## config.mk

```make
export PLATFORM = sky130hd
export DESIGN_NAME = lane_alu_top
export DESIGN_NICKNAME = d
export VERILOG_FILES = /design/src/rtl/lane_alu_pkg.sv /design/src/rtl/lane_alu_addsub.sv /design/src/rtl/lane_alu_avg.sv /design/src/rtl/lane_alu_minmax.sv /design/src/rtl/lane_alu_top.sv
export SDC_FILE = /design/constraint.sdc
export NUM_CORES = 1
export LEC_CHECK = 0
export BUFFER_PORTS_ARGS = -buffer_cell sky130_fd_sc_hd__buf_4
export CAP_MARGIN = 15
export CORE_AREA = 2 2 140 142
export DETAILED_ROUTE_END_ITERATION = 6
export DIE_AREA = 0 0 142 144
export PLACE_DENSITY = 0.42
export SETUP_SLACK_MARGIN = 0.1
export SLEW_MARGIN = 20
export SYNTH_ARGS = -nofsm -noshare
export SYNTH_HDL_FRONTEND = slang
export SYNTH_SLANG_ARGS = --single-unit
export TNS_END_PERCENT = 20
```

## constraint.sdc

```tcl
create_clock -name clk -period 9.52 [get_ports clk]
set_input_delay 1.904 -clock clk [delete_from_list [all_inputs] [get_ports clk]]
set_output_delay 1.904 -clock clk [all_outputs]
set_load 0.01 [all_outputs]
```

## src/rtl/lane_alu_pkg.sv

```systemverilog
package lane_alu_pkg;

    localparam int OP_W = 4;

    typedef enum logic [OP_W-1:0] {
        OP_ADD  = 4'd0,
        OP_SUB  = 4'd1,
        OP_ADDS = 4'd2,
        OP_SUBS = 4'd3,
        OP_NEG  = 4'd4,
        OP_ABS  = 4'd5,
        OP_ABSS = 4'd6,
        OP_AVG  = 4'd7,
        OP_AVGR = 4'd8,
        OP_MIN  = 4'd9,
        OP_MAX  = 4'd10,
        OP_MINU = 4'd11,
        OP_MAXU = 4'd12
    } lane_op_e;

    // Controls for the shared adder/subtractor.
    typedef struct packed {
        logic unary;     // compute 0 - A instead of A op B
        logic subtract;
        logic saturate;
    } adder_ctl_t;

    // Which result path feeds the output register.
    typedef enum logic [2:0] {
        SRC_ADDER,
        SRC_ABS,
        SRC_AVG,
        SRC_MINMAX_S,
        SRC_MINMAX_U,
        SRC_ZERO
    } result_src_e;

    typedef struct packed {
        adder_ctl_t  add;
        result_src_e src;
        logic        pick_hi;   // average: rounded form; min/max: maximum
    } op_decode_t;

    function automatic op_decode_t decode_op(input logic [OP_W-1:0] op);
        op_decode_t d;
        d = '{add: '{unary: 1'b0, subtract: 1'b0, saturate: 1'b0},
              src: SRC_ZERO, pick_hi: 1'b0};
        case (op)
            OP_ADD:  begin d.src = SRC_ADDER; end
            OP_SUB:  begin d.src = SRC_ADDER; d.add.subtract = 1'b1; end
            OP_ADDS: begin d.src = SRC_ADDER; d.add.saturate = 1'b1; end
            OP_SUBS: begin d.src = SRC_ADDER; d.add.subtract = 1'b1; d.add.saturate = 1'b1; end
            OP_NEG:  begin d.src = SRC_ADDER; d.add.unary = 1'b1; d.add.subtract = 1'b1; end
            OP_ABS:  begin d.src = SRC_ABS;   d.add.unary = 1'b1; d.add.subtract = 1'b1; end
            OP_ABSS: begin d.src = SRC_ABS;   d.add.unary = 1'b1; d.add.subtract = 1'b1;
                           d.add.saturate = 1'b1; end
            OP_AVG:  begin d.src = SRC_AVG; end
            OP_AVGR: begin d.src = SRC_AVG; d.pick_hi = 1'b1; end
            OP_MIN:  begin d.src = SRC_MINMAX_S; end
            OP_MAX:  begin d.src = SRC_MINMAX_S; d.pick_hi = 1'b1; end
            OP_MINU: begin d.src = SRC_MINMAX_U; end
            OP_MAXU: begin d.src = SRC_MINMAX_U; d.pick_hi = 1'b1; end
            default: begin d.src = SRC_ZERO; end
        endcase
        return d;
    endfunction

endpackage

```

## src/rtl/lane_alu_addsub.sv

```systemverilog
// Shared add/subtract with optional saturation on a (W+1)-bit signed sum.
module lane_alu_addsub #(
    parameter int LANE_W = 16
) (
    input  logic [LANE_W-1:0] x,
    input  logic [LANE_W-1:0] y,
    input  logic              subtract,
    input  logic              saturate,
    output logic [LANE_W-1:0] res,
    output logic              ovf
);
    localparam int EXT_W = LANE_W + 1;
    localparam logic [LANE_W-1:0] POS_LIMIT = {1'b0, {(LANE_W-1){1'b1}}};
    localparam logic [LANE_W-1:0] NEG_LIMIT = {1'b1, {(LANE_W-1){1'b0}}};

    logic [EXT_W-1:0] xs, ys, sum;

    always_comb begin
        xs  = {x[LANE_W-1], x};
        ys  = {y[LANE_W-1], y};
        sum = subtract ? (xs - ys) : (xs + ys);
        // Top two bits of the extended sum disagree: out of lane range.
        ovf = sum[EXT_W-1] ^ sum[EXT_W-2];
        if (saturate && ovf)
            res = sum[EXT_W-1] ? NEG_LIMIT : POS_LIMIT;
        else
            res = sum[LANE_W-1:0];
    end
endmodule

```

## src/rtl/lane_alu_avg.sv

```systemverilog
// Signed floor and round-half-up average on a full-precision sum.
module lane_alu_avg #(
    parameter int LANE_W = 16
) (
    input  logic [LANE_W-1:0] x,
    input  logic [LANE_W-1:0] y,
    output logic [LANE_W-1:0] avg_floor,
    output logic [LANE_W-1:0] avg_round
);
    localparam int SUM_W = LANE_W + 2;

    logic [SUM_W-1:0] sum, sum_up;

    always_comb begin
        sum       = {{2{x[LANE_W-1]}}, x} + {{2{y[LANE_W-1]}}, y};
        sum_up    = sum + {{(SUM_W-1){1'b0}}, 1'b1};
        avg_floor = sum[LANE_W:1];
        avg_round = sum_up[LANE_W:1];
    end
endmodule

```

## src/rtl/lane_alu_minmax.sv

```systemverilog
// Minimum/maximum; SIGNED_CMP selects the biased-key (signed) comparator.
module lane_alu_minmax #(
    parameter int LANE_W     = 16,
    parameter bit SIGNED_CMP = 1'b1
) (
    input  logic [LANE_W-1:0] x,
    input  logic [LANE_W-1:0] y,
    output logic [LANE_W-1:0] lo,
    output logic [LANE_W-1:0] hi
);
    logic [LANE_W-1:0] kx, ky;

    generate
        if (SIGNED_CMP) begin : g_signed_key
            // Flipping the sign bit maps signed order onto unsigned order.
            assign kx = {~x[LANE_W-1], x[LANE_W-2:0]};
            assign ky = {~y[LANE_W-1], y[LANE_W-2:0]};
        end else begin : g_plain_key
            assign kx = x;
            assign ky = y;
        end
    endgenerate

    logic x_not_below;
    assign x_not_below = (kx >= ky);
    assign lo = x_not_below ? y : x;   // equal keys: minimum takes y
    assign hi = x_not_below ? x : y;
endmodule

```

## src/rtl/lane_alu_top.sv

```systemverilog
module lane_alu_top
    import lane_alu_pkg::*;
#(
    parameter int LANE_W = 16
) (
    input  logic                  clk,
    input  logic                  rst,
    input  logic                  in_valid,
    input  logic [OP_W-1:0]       in_op,
    input  logic [LANE_W-1:0]     in_a,
    input  logic [LANE_W-1:0]     in_b,
    output logic                  out_valid,
    output logic [LANE_W-1:0]     out_result
);
    op_decode_t dec;
    assign dec = decode_op(in_op);

    // Shared adder: negate/abs forms compute 0 - A.
    logic [LANE_W-1:0] add_x, add_y, add_res;
    logic              add_ovf;
    assign add_x = dec.add.unary ? '0   : in_a;
    assign add_y = dec.add.unary ? in_a : in_b;

    lane_alu_addsub #(.LANE_W(LANE_W)) addsub_i (
        .x(add_x), .y(add_y),
        .subtract(dec.add.subtract), .saturate(dec.add.saturate),
        .res(add_res), .ovf(add_ovf)
    );

    logic [LANE_W-1:0] abs_res;
    assign abs_res = in_a[LANE_W-1] ? add_res : in_a;

    logic [LANE_W-1:0] avg_fl, avg_rd;
    lane_alu_avg #(.LANE_W(LANE_W)) avg_i (
        .x(in_a), .y(in_b), .avg_floor(avg_fl), .avg_round(avg_rd)
    );

    logic [LANE_W-1:0] s_lo, s_hi, u_lo, u_hi;
    lane_alu_minmax #(.LANE_W(LANE_W), .SIGNED_CMP(1'b1)) mm_signed_i (
        .x(in_a), .y(in_b), .lo(s_lo), .hi(s_hi)
    );
    lane_alu_minmax #(.LANE_W(LANE_W), .SIGNED_CMP(1'b0)) mm_unsigned_i (
        .x(in_a), .y(in_b), .lo(u_lo), .hi(u_hi)
    );

    logic [LANE_W-1:0] next_result;
    always_comb begin
        case (dec.src)
            SRC_ADDER:    next_result = add_res;
            SRC_ABS:      next_result = abs_res;
            SRC_AVG:      next_result = dec.pick_hi ? avg_rd : avg_fl;
            SRC_MINMAX_S: next_result = dec.pick_hi ? s_hi : s_lo;
            SRC_MINMAX_U: next_result = dec.pick_hi ? u_hi : u_lo;
            default:      next_result = '0;
        endcase
    end

    always_ff @(posedge clk) begin
        if (rst) begin
            out_valid  <= 1'b0;
            out_result <= '0;
        end else begin
            out_valid <= in_valid;
            if (in_valid)
                out_result <= next_result;
        end
    end

    // ---------------- assertions ----------------

    p_valid_follow_r10: assert property (@(posedge clk) disable iff (rst)
        in_valid |=> out_valid);
    p_valid_drop_r10: assert property (@(posedge clk) disable iff (rst)
        !in_valid |=> !out_valid);

    p_hold_idle_r9: assert property (@(posedge clk) disable iff (rst)
        !in_valid |=> $stable(out_result));
    // two non-negative operands never saturate into a negative result
    p_sat_pos_r2: assert property (@(posedge clk) disable iff (rst)
        (in_valid && in_op == OP_ADDS && !in_a[LANE_W-1] && !in_b[LANE_W-1])
        |=> !out_result[LANE_W-1]);

    p_abss_nonneg_r4: assert property (@(posedge clk) disable iff (rst)
        (in_valid && in_op == OP_ABSS) |=> !out_result[LANE_W-1]);

    p_smin_pick_r6: assert property (@(posedge clk) disable iff (rst)
        (in_valid && in_op == OP_MIN)
        |=> (out_result == $past(in_a) || out_result == $past(in_b)));

    p_umin_bound_r7: assert property (@(posedge clk) disable iff (rst)
        (in_valid && in_op == OP_MINU)
        |=> (out_result <= $past(in_a) && out_result <= $past(in_b)));

    p_reserved_zero_r8: assert property (@(posedge clk) disable iff (rst)
        (in_valid && in_op > OP_MAXU) |=> (out_result == '0));

endmodule

```

Word level (Yosys, flattened, before mapping):

Cells that the tools add are included.

* flip-flop bits (word level): 17
* input bits: 39

* add/sub/neg operators: 4
* bitwise logic cells: 3
* eq/ne operators: 16
* mux-type cells: 19
* reductions and logical operators: 12
* $lt $le $gt $ge: 2

Operators by type and width (number)
* $mux W16: 12
* $pmux W16 S5: 1
* $add A16 B16 Y17: 2
* $ge A16 B16 Y1: 2
* $eq A4 B4 Y1 const B: 5
* $add A17 B1 Y17 const B: 1
* $mux W17: 1
* $sub A16 B16 Y17: 1
* $eq A4 B3 Y1 const B: 4
* $pmux W3 S5: 1
* $reduce_or A5 Y1: 2
* $reduce_or A3 Y1: 3
* $eq A4 B2 Y1 const B: 2
* $reduce_or A2 Y1: 4
* $eq A3 B2 Y1 const B: 2
* $eq A4 B1 Y1 const B: 1
* $logic_not A4 Y1: 1
* $mux W1: 4
* $eq A3 B1 Y1 const B: 1
* $eq A3 B3 Y1 const B: 1
* $logic_not A3 Y1: 1
* $not A1 Y1: 2
* $logic_and A1 B1 Y1: 1
* $xor A1 B1 Y1: 1

Depth between registers and ports, before layout:

Gate-level depths: netlist of the first run.

* depth in word-level cells: 11
* mapped depth: 24
* gate-level depth less buffers: 21

Hierarchy:

From an unflattened synthesis of the first run, not the netlist that was laid out.

* cell total of the unflattened synthesis: 819
* area total of the unflattened synthesis: 6776.5 µm²

Modules (own cells, without submodules)
* lane_alu_top: area each 2184.6 µm², instances 1, cells an instance 294
* lane_alu_minmax: area each 957.2 µm², instances 2, cells an instance 87
* lane_alu_addsub: area each 1437.6 µm², instances 1, cells an instance 198
* lane_alu_avg: area each 1239.9 µm², instances 1, cells an instance 153

Worst setup path before layout of the first run:

Ideal clock, no wire load.

* path type: in2reg
* start: in in_op[1]
* end: reg out_result[2]
* data required time: 9.434 ns
* path buffers: 3
* arrival time: 7.246 ns
* cell stages on the path: 24
* setup slack: 2.188 ns
* library setup time: 0.086 ns
* cell sequence: buf_2 -> and2_1 -> nor2_1 -> clkbuf_1 -> nor2_1 -> a21oi_1 -> ha_1 -> or4b_1 -> or4_4 -> nor3_4 -> o221ai_1 -> o21ai_0 -> o21ai_0 -> xor2_1 -> ha_1 -> and3_1 -> a311o_1 -> a31oi_1 -> xnor2_1 -> nand2_1 -> or2_1 -> buf_6 -> a221o_1 -> a221oi_2

* word-level cells in the longest chain between the ends: 11
* elaborated cells between the ends (all ways): 46
* classes of those cells: add/sub: 2; eq/ne: 16; mux: 15; bitwise: 1; reduce/logical: 12

RTL lines
* start: declaration: line lane_alu_top.sv:9 `input logic [OP_W-1:0] in_op,`
* $eq A4 B3 Y1: line lane_alu_pkg.sv:48 `case (op)`
* $reduce_or A3 Y1 (no source line)
* $mux W1: line lane_alu_pkg.sv:48
* $mux W16, on equally long branches: line lane_alu_top.sv:21, lane_alu_top.sv:22
* $add A16 B16 Y17 / $sub A16 B16 Y17 (equally long branches): line lane_alu_addsub.sv:21 `sum = subtract ? (xs - ys) : (xs + ys);`
* $mux W17: line lane_alu_addsub.sv:21
* $xor A1 B1 Y1: line lane_alu_addsub.sv:23 `ovf = sum[EXT_W-1] ^ sum[EXT_W-2];`
* $logic_and A1 B1 Y1: line lane_alu_addsub.sv:24 `if (saturate && ovf)`
* $mux W16: line lane_alu_addsub.sv:24
* $mux W16: line lane_alu_top.sv:31 `assign abs_res = in_a[LANE_W-1] ? add_res : in_a;`
* $pmux W16 S5 (*): line lane_alu_top.sv:48 `case (dec.src)`
* end signal: assignment: line lane_alu_top.sv:65 `out_result <= next_result;`
* end: declaration: line lane_alu_top.sv:13 `output logic [LANE_W-1:0] out_result`

Mark *: on every way between the ends. The rest lies on a longest branch, timed or not.
A chain may end at the register's enable or synchronous reset.

Worst setup path after layout of the first run:

* start: in in_op[0]
* end: reg out_result[2]

The elaborated chain is that of the path after synthesis.

==> results of run 1 <==
[metrics by stage]
stage / setup WS (ns) / hold slack (ns) / total power, µW
2_1_floorplan: 2.19 / 0.516 / 359
3_3_place_gp: 1.91 / 0.509 / 482
3_5_place_dp: 1.79 / 0.510 / 483
4_1_cts: 2.02 / 0.524 / 577
5_1_grt: 1.47 / 0.554 / 620
6_report: 1.99 / 0.517 / 577
[cells in the mapped netlist (5+ instances only)]
cell type   n  share of area
nand3_1    12          0.013
xnor2_1    35          0.066
o21a_1      6         0.0097
nand2_1    63          0.051
nor2b_1    14          0.019
and2_1     13          0.017
nand2b_1   11          0.015
a221oi_1    9          0.017
clkbuf_1   18          0.015
a211oi_1   14          0.023
nor2_1     62          0.050
nor3_1     18          0.019
ha_1       51           0.14
nand4_1    11          0.015
dfxtp_1    17          0.073
o22ai_1     5         0.0067
a211o_1     6          0.011
inv_1      35          0.028
a21o_1     11          0.018
and3_1      5         0.0067
xor2_1     19          0.036
a31oi_1     9          0.012
nor4_1      7         0.0094
a21oi_1    55          0.059
a221oi_2    5          0.016
mux2i_1     6          0.013
or3_1       5         0.0067
o21ai_0    45          0.048
[power groups by stage]
stage / Clock [µW] / Sequential, µW / Combinational [µW]
5_1_grt: 97.5 / 85.5 / 437
6_report: 91.3 / 84.9 / 401
4_1_cts: 92.7 / 84.7 / 399
3_3_place_gp: 0 / 86.2 / 395
2_1_floorplan: 0 / 86.8 / 272
3_5_place_dp: 0 / 86.1 / 397
[cells by family after synthesis]
family | after synthesis | synth area share
DFF | 17 | 0.0731
AOI/OAI and AO/OA | 222 | 0.341
adders and majority gates | 53 | 0.146
xor gates and xnor gates | 55 | 0.105
and+or+nand+nor | 239 | 0.257
buffers and inverters | 62 | 0.0602
muxes | 8 | 0.0177
[final timing paths]
| path | endpoint | slack [ns] | cells after the start |
|---|---|---|---|
| max | out_result[2]$_SDFFE_PP0P_ | 1.99 | 23 |
| min | out_result[0]$_SDFFE_PP0P_ | 0.52 | 2 |
| max reg2reg | out_result[10]$_SDFFE_PP0P_ | 8.38 | 3 |
| min reg2reg | out_result[0]$_SDFFE_PP0P_ | 0.52 | 2 |
[layout by cell type (no fill, tap or decap), drive strengths merged, types with 7 or more instances in the layout]
master / count
a21o: 12
and2: 14
nor4: 7
nor2: 62
nor2b: 14
nand3: 12
a31oi: 9
dfxtp: 17
nand2b: 11
inv: 35
ha: 51
a211oi: 16
a211o: 9
xor2: 20
nand4: 11
buf: 62
a21oi: 55
a221oi: 14
nor3: 20
xnor2: 35
o21ai: 47
nand2: 63
[final cells by class]
cell class | instances | area share
clock buffer | 4 | 0.0147
sequential | 17 | 0.0635
multi-input combinational | 577 | 0.753
inverter | 36 | 0.0252
timing repair buffer | 63 | 0.0882
tap | 238 | 0.0555
[layer usage]
layer | share of wire | vias to the layer above | track usage
li1 | - | 2522 | -
met1 | 0.46 | 2481 | 0.251
met2 | 0.45 | 198 | 0.296
met3 | 0.070 | 16 | 0.0315
met4 | 0.011 | 0 | 0.0237
met5 | 0 | - | 0
[sequential cells by signal, summed over array words and instances, names as in the netlist]
register	flops
out_result	16
out_valid	1
[worst min-delay path, stage by stage (launching register included)]
cell and delay, ns:
dfxtp_1 0.31, nand2_1 0.09, a221oi_2 0.07
==> results.json, run 1 <==
{
  "cp-start-kind": "primary input",
  "cts_tree": "built",
  "startpoint": "in_op[0]",
  "crit_buf_inv": 2,
  "switching_share": 0.488,
  "period_needed_ns": 7.53,
  "synthToLayoutAreaGrowth_pct": 15.1,
  "max_cap_viol_count": 0,
  "fill_cells": 2105,
  "post-route-period-util": 0.791,
  "grtUsageTotal": 0.180,
  "crit_type": "primary input to flip-flop",
  "drtIter0Drc": 523,
  "dp_hpwl_um": 15200,
  "wl_um": 18600,
  "die_w_um": 142,
  "grt_max_degree": 42,
  "slew_headroom": 0.286,
  "ys_seq_elements": 17,
  "place.port_buffers": 55,
  "status": "finished clean",
  "first_pass_iters": 5,
  "pwr-share-comb": 0.695,
  "cts_resized": 0,
  "avgRoutedWirePerCell_um": 19.9,
  "critPathTopFamily": "simple AND/OR/NAND/NOR gates",
  "synth_nets": 748,
  "die_y_um": 144,
  "synth-seq-area-share": 0.0731,
  "synth_edf_count": 0,
  "regArea_um2": 340,
  "tns_ns": 0,
  "worstSkewPairLatency_ns": 0.26,
  "p_clk_frac": 0.158,
  "holdBufCountCts": 0,
  "fin_cells": 935,
  "stdcell_area_um2": 5360,
  "ir_drop_v": 0.0000612,
  "worstPathMaxFanout": 22,
  "min-delay-start": "out_result[0]$_SDFFE_PP0P_",
  "avgViaCountPerCell": 5.58,
  "clock_path_buffers": 2,
  "post-cts-setup-buffers": 0,
  "root_buffer": "clkbuf_16",
  "rows": 51,
  "rsz0062_at_grt": "no",
  "cp-end-kind": "flip-flop",
  "h-tree-depth": 1,
  "cts.clk_slew.worst_paths_ns": 0.06,
  "core_um2": 19100,
  "syn_area_um2": 4660,
  "cts_made_buffers": 3,
  "power.net_switching_uw": 281,
  "fin_util": 0.281,
  "place_congestion": 0.938,
  "slew_viol_final": 0,
  "worstPathCellList": "buf_4 -> and2_1 -> nor2_1 -> buf_4 -> nor2_1 -> a21oi_1 -> ha_1 -> or4b_1 -> or4_4 -> nor3_4 -> o221ai_1 -> o21ai_0 -> o21ai_0 -> xor2_1 -> ha_1 -> and3_1 -> a311o_1 -> a31oi_1 -> xnor2_1 -> nand2_1 -> or2_1 -> a221o_1 -> a221oi_2",
  "clock_skew_ns": 0,
  "diodes": 0,
  "power_frac_seq": 0.147,
  "syn_inst": 656,
  "leakage_uw": 0.00214,
  "antenna_found_initial": 0,
  "start_util": 0.244,
  "powerDensity_nw_per_um2": 108,
  "avgSynthCellArea_um2": 7.10,
  "max_freq_ghz": 0.133,
  "placed_area_um2": 5280,
  "ys_types": 86,
  "routed-via-count": 5217,
  "setup_violations": 0,
  "hold_path_class": "flip-flop to flip-flop",
  "gr-total-overflow": 0,
  "cp.arrival_ns": 7.71,
  "remaining_drc_errors": 0,
  "final_layout_size_suffix_gt1_frac": 0.138,
  "grt_pass1_wl_um": 28400,
  "cts.sinks": 17,
  "design.die.area_um2": 20400,
  "p_int_uw": 296,
  "dp_cells": 930,
  "r2r-start": "out_result[10]$_SDFFE_PP0P_",
  "grt_pass1_vias": 4909,
  "slowest_delay_ns": 0.48,
  "async_flop_share": 0,
  "critPathSlowestCell": "or4b_1",
  "multi_input_area_um2": 4040,
  "detail-route-antenna-nets": 0,
  "ys_warn_count": 0,
  "worstMarginPinSlew_ns": 1.06,
  "ys.flop_type": "dfxtp_1",
  "nNetsFinal": 790,
  "required_ns": 9.70,
  "finalHoldViolations": 0,
  "num_io_pins": 56
}
Note: power is estimated with default switching activity, not from simulation.
==> inputs of run 2 (changes only) <==
Clock period 9.52 ns to 7.6 ns, I/O delays scaled along.
==> run 2 against run 1 <==
Clock power rose by 27%. Combinational power up 25%. Utilization down 0.066 points. Final cell count fell by 0.21%. Critical path type unchanged. Sequential share of layout area is essentially flat. Hold slack hardly changed. Worst setup slack worse by 1.5 ns. Critical path depth shrank 1. Via count increased by 1.4%. Clock skew unchanged.
==> results.json, run 2 (synthesis results as in run 1) <==
{
  "h-tree-depth": 1,
  "place.port_buffers": 55,
  "detail-route-antenna-nets": 0,
  "leakage_uw": 0.00213,
  "min_to": "out_result[3]$_SDFFE_PP0P_",
  "num_io_pins": 56,
  "powerDensity_nw_per_um2": 136,
  "cp-end-kind": "flip-flop",
  "start_util": 0.244,
  "avgViaCountPerCell": 5.67,
  "min-delay-start": "out_result[3]$_SDFFE_PP0P_",
  "die_w_um": 142,
  "slew_headroom": 0.195,
  "slew_viol_final": 0,
  "max_cap_viol_count": 0,
  "r2r-start": "out_result[14]$_SDFFE_PP0P_",
  "rsz0062_at_grt": "no",
  "cts_resized": 0,
  "cts_tree": "built",
  "finalHoldViolations": 0,
  "r2r_slack_ns": 6.34,
  "hold_path_class": "flip-flop to flip-flop",
  "slowest_delay_ns": 0.47,
  "wl_um": 18800,
  "antenna_found_initial": 0,
  "routed-via-count": 5290,
  "cts_made_buffers": 3,
  "cp.arrival_ns": 7.30,
  "avgRoutedWirePerCell_um": 20.1,
  "root_buffer": "clkbuf_16",
  "gr-total-overflow": 0,
  "core_um2": 19100,
  "tns_ns": 0,
  "largest-register": "out_result",
  "cts.sinks": 17,
  "period_needed_ns": 7.12,
  "design.die.area_um2": 20400,
  "post-cts-setup-buffers": 0,
  "fin_hold_ws_ns": 0.517,
  "critPathSlowestCell": "or4b_1",
  "rows": 51,
  "worstPathCellList": "buf_4 -> and2_1 -> nor2_1 -> nor2_1 -> a21oi_1 -> ha_1 -> or4b_1 -> or4_4 -> nor3_4 -> o221ai_1 -> o21ai_0 -> o21ai_0 -> xor2_1 -> ha_1 -> and3_1 -> a311o_1 -> a31oi_1 -> xnor2_1 -> nand2_1 -> or2_1 -> a221o_1 -> a221oi_2",
  "timing.rr.end": "out_result[14]$_SDFFE_PP0P_",
  "worstMarginPinSlew_ns": 1.21,
  "largest_register_ffs": 16,
  "status": "finished clean",
  "setup_violations": 0,
  "cts.clk_slew.worst_paths_ns": 0.06,
  "grt_max_degree": 40,
  "layout_commonest_cell": "nand2_1",
  "place_congestion": 0.903,
  "clock_skew_ns": 0,
  "ir_drop_v": 0.0000725,
  "worstSkewPairLatency_ns": 0.26,
  "grtUsageTotal": 0.180,
  "grt_pass1_vias": 4960,
  "cp-start-kind": "primary input",
  "remaining_drc_errors": 0,
  "synthToLayoutAreaGrowth_pct": 14.9,
  "final_layout_size_suffix_gt1_frac": 0.137,
  "final_cell_mix": "nand2_1, nor2_1, buf_4",
  "diodes": 0,
  "hold_path_depth": 2,
  "r2r_cells": 3,
  "clock_path_buffers": 2,
  "holdBufCountCts": 0,
  "grt_pass1_wl_um": 28400,
  "worstPathMaxFanout": 12,
  "die_y_um": 144,
  "totalPowerFinal_uw": 725,
  "drtIter0Drc": 509,
  "first_pass_iters": 5,
  "post-route-period-util": 0.937,
  "largestRegisters": "out_result x16, out_valid x1",
  "crit_type": "primary input to flip-flop",
  "required_ns": 7.78,
  "nNetsFinal": 788,
  "dp_hpwl_um": 15300,
  "max_freq_ghz": 0.140
}
run 2: cell types whose count changed in the layout (fill, tap and decap cells not counted):
cell      previous run  this run
buf_4               62        61
nor2_1              62        61
clkbuf_4             1         0
nor2_2               0         1
run 2: area by class of cell:
cell class / count / area, µm²
fill: 2107 / 13700
multi-input combinational: 577 / 4040
timing repair buffer: 61 / 458
sequential: 17 / 340
tap: 238 / 298
inverter: 36 / 135
clock buffer: 4 / 78.8
run 2: critical path, delay by kind of cell:
kind	cells	cell delay, ns
and+or+nand+nor	9	2.53
AOI/OAI and AO/OA	8	1.97
xor gates and xnor gates	2	0.46
buffers and inverters	1	0.15
adders and majority gates	2	0.65
run 2: worst max path at each step:
stage | startpoint | to | slack [ns] | cells past startpoint
after floorplan | in_op[1] | out_result[2]$_SDFFE_PP0P_ | 0.65 | 24
after global placement | in_op[0] | out_result[2]$_SDFFE_PP0P_ | 0.46 | 22
after detailed placement | in_op[0] | out_result[2]$_SDFFE_PP0P_ | 0.31 | 22
after CTS | in_op[0] | out_result[2]$_SDFFE_PP0P_ | 0.56 | 22
after global routing | in_op[0] | out_result[2]$_SDFFE_PP0P_ | 0.13 | 22
final | in_op[0] | out_result[2]$_SDFFE_PP0P_ | 0.48 | 22
run 2: stage by stage:
| step | utilization | setup WS [ns] | instance area, µm² | cells |
|---|---|---|---|---|
| 2_1_floorplan | - | 0.652 | 4660 | 656 |
| 3_3_place_gp | 0.276 | 0.458 | 5270 | 929 |
| 3_5_place_dp | 0.276 | 0.307 | 5270 | 929 |
| 4_1_cts | 0.280 | 0.563 | 5350 | 933 |
| 5_1_grt | 0.280 | 0.126 | 5350 | 933 |
| 6_report | 0.280 | 0.481 | 5350 | 933 |
run 2: power breakdown:
part	switching (µW)	total [µW]	internal (µW)
Sequential	8.15	106	98.2
Clock	44.4	116	71.7
Combinational	303	503	200
run 2: metal layers:
layer / GRT usage / wire length (µm) / up-vias
met1: 0.251 / 8890 / 2541
met5: 0 / 0 / -
li1: - / - / 2521
met3: 0.0311 / 1180 / 14
met4: 0.0321 / 236 / 0
met2: 0.293 / 8470 / 214
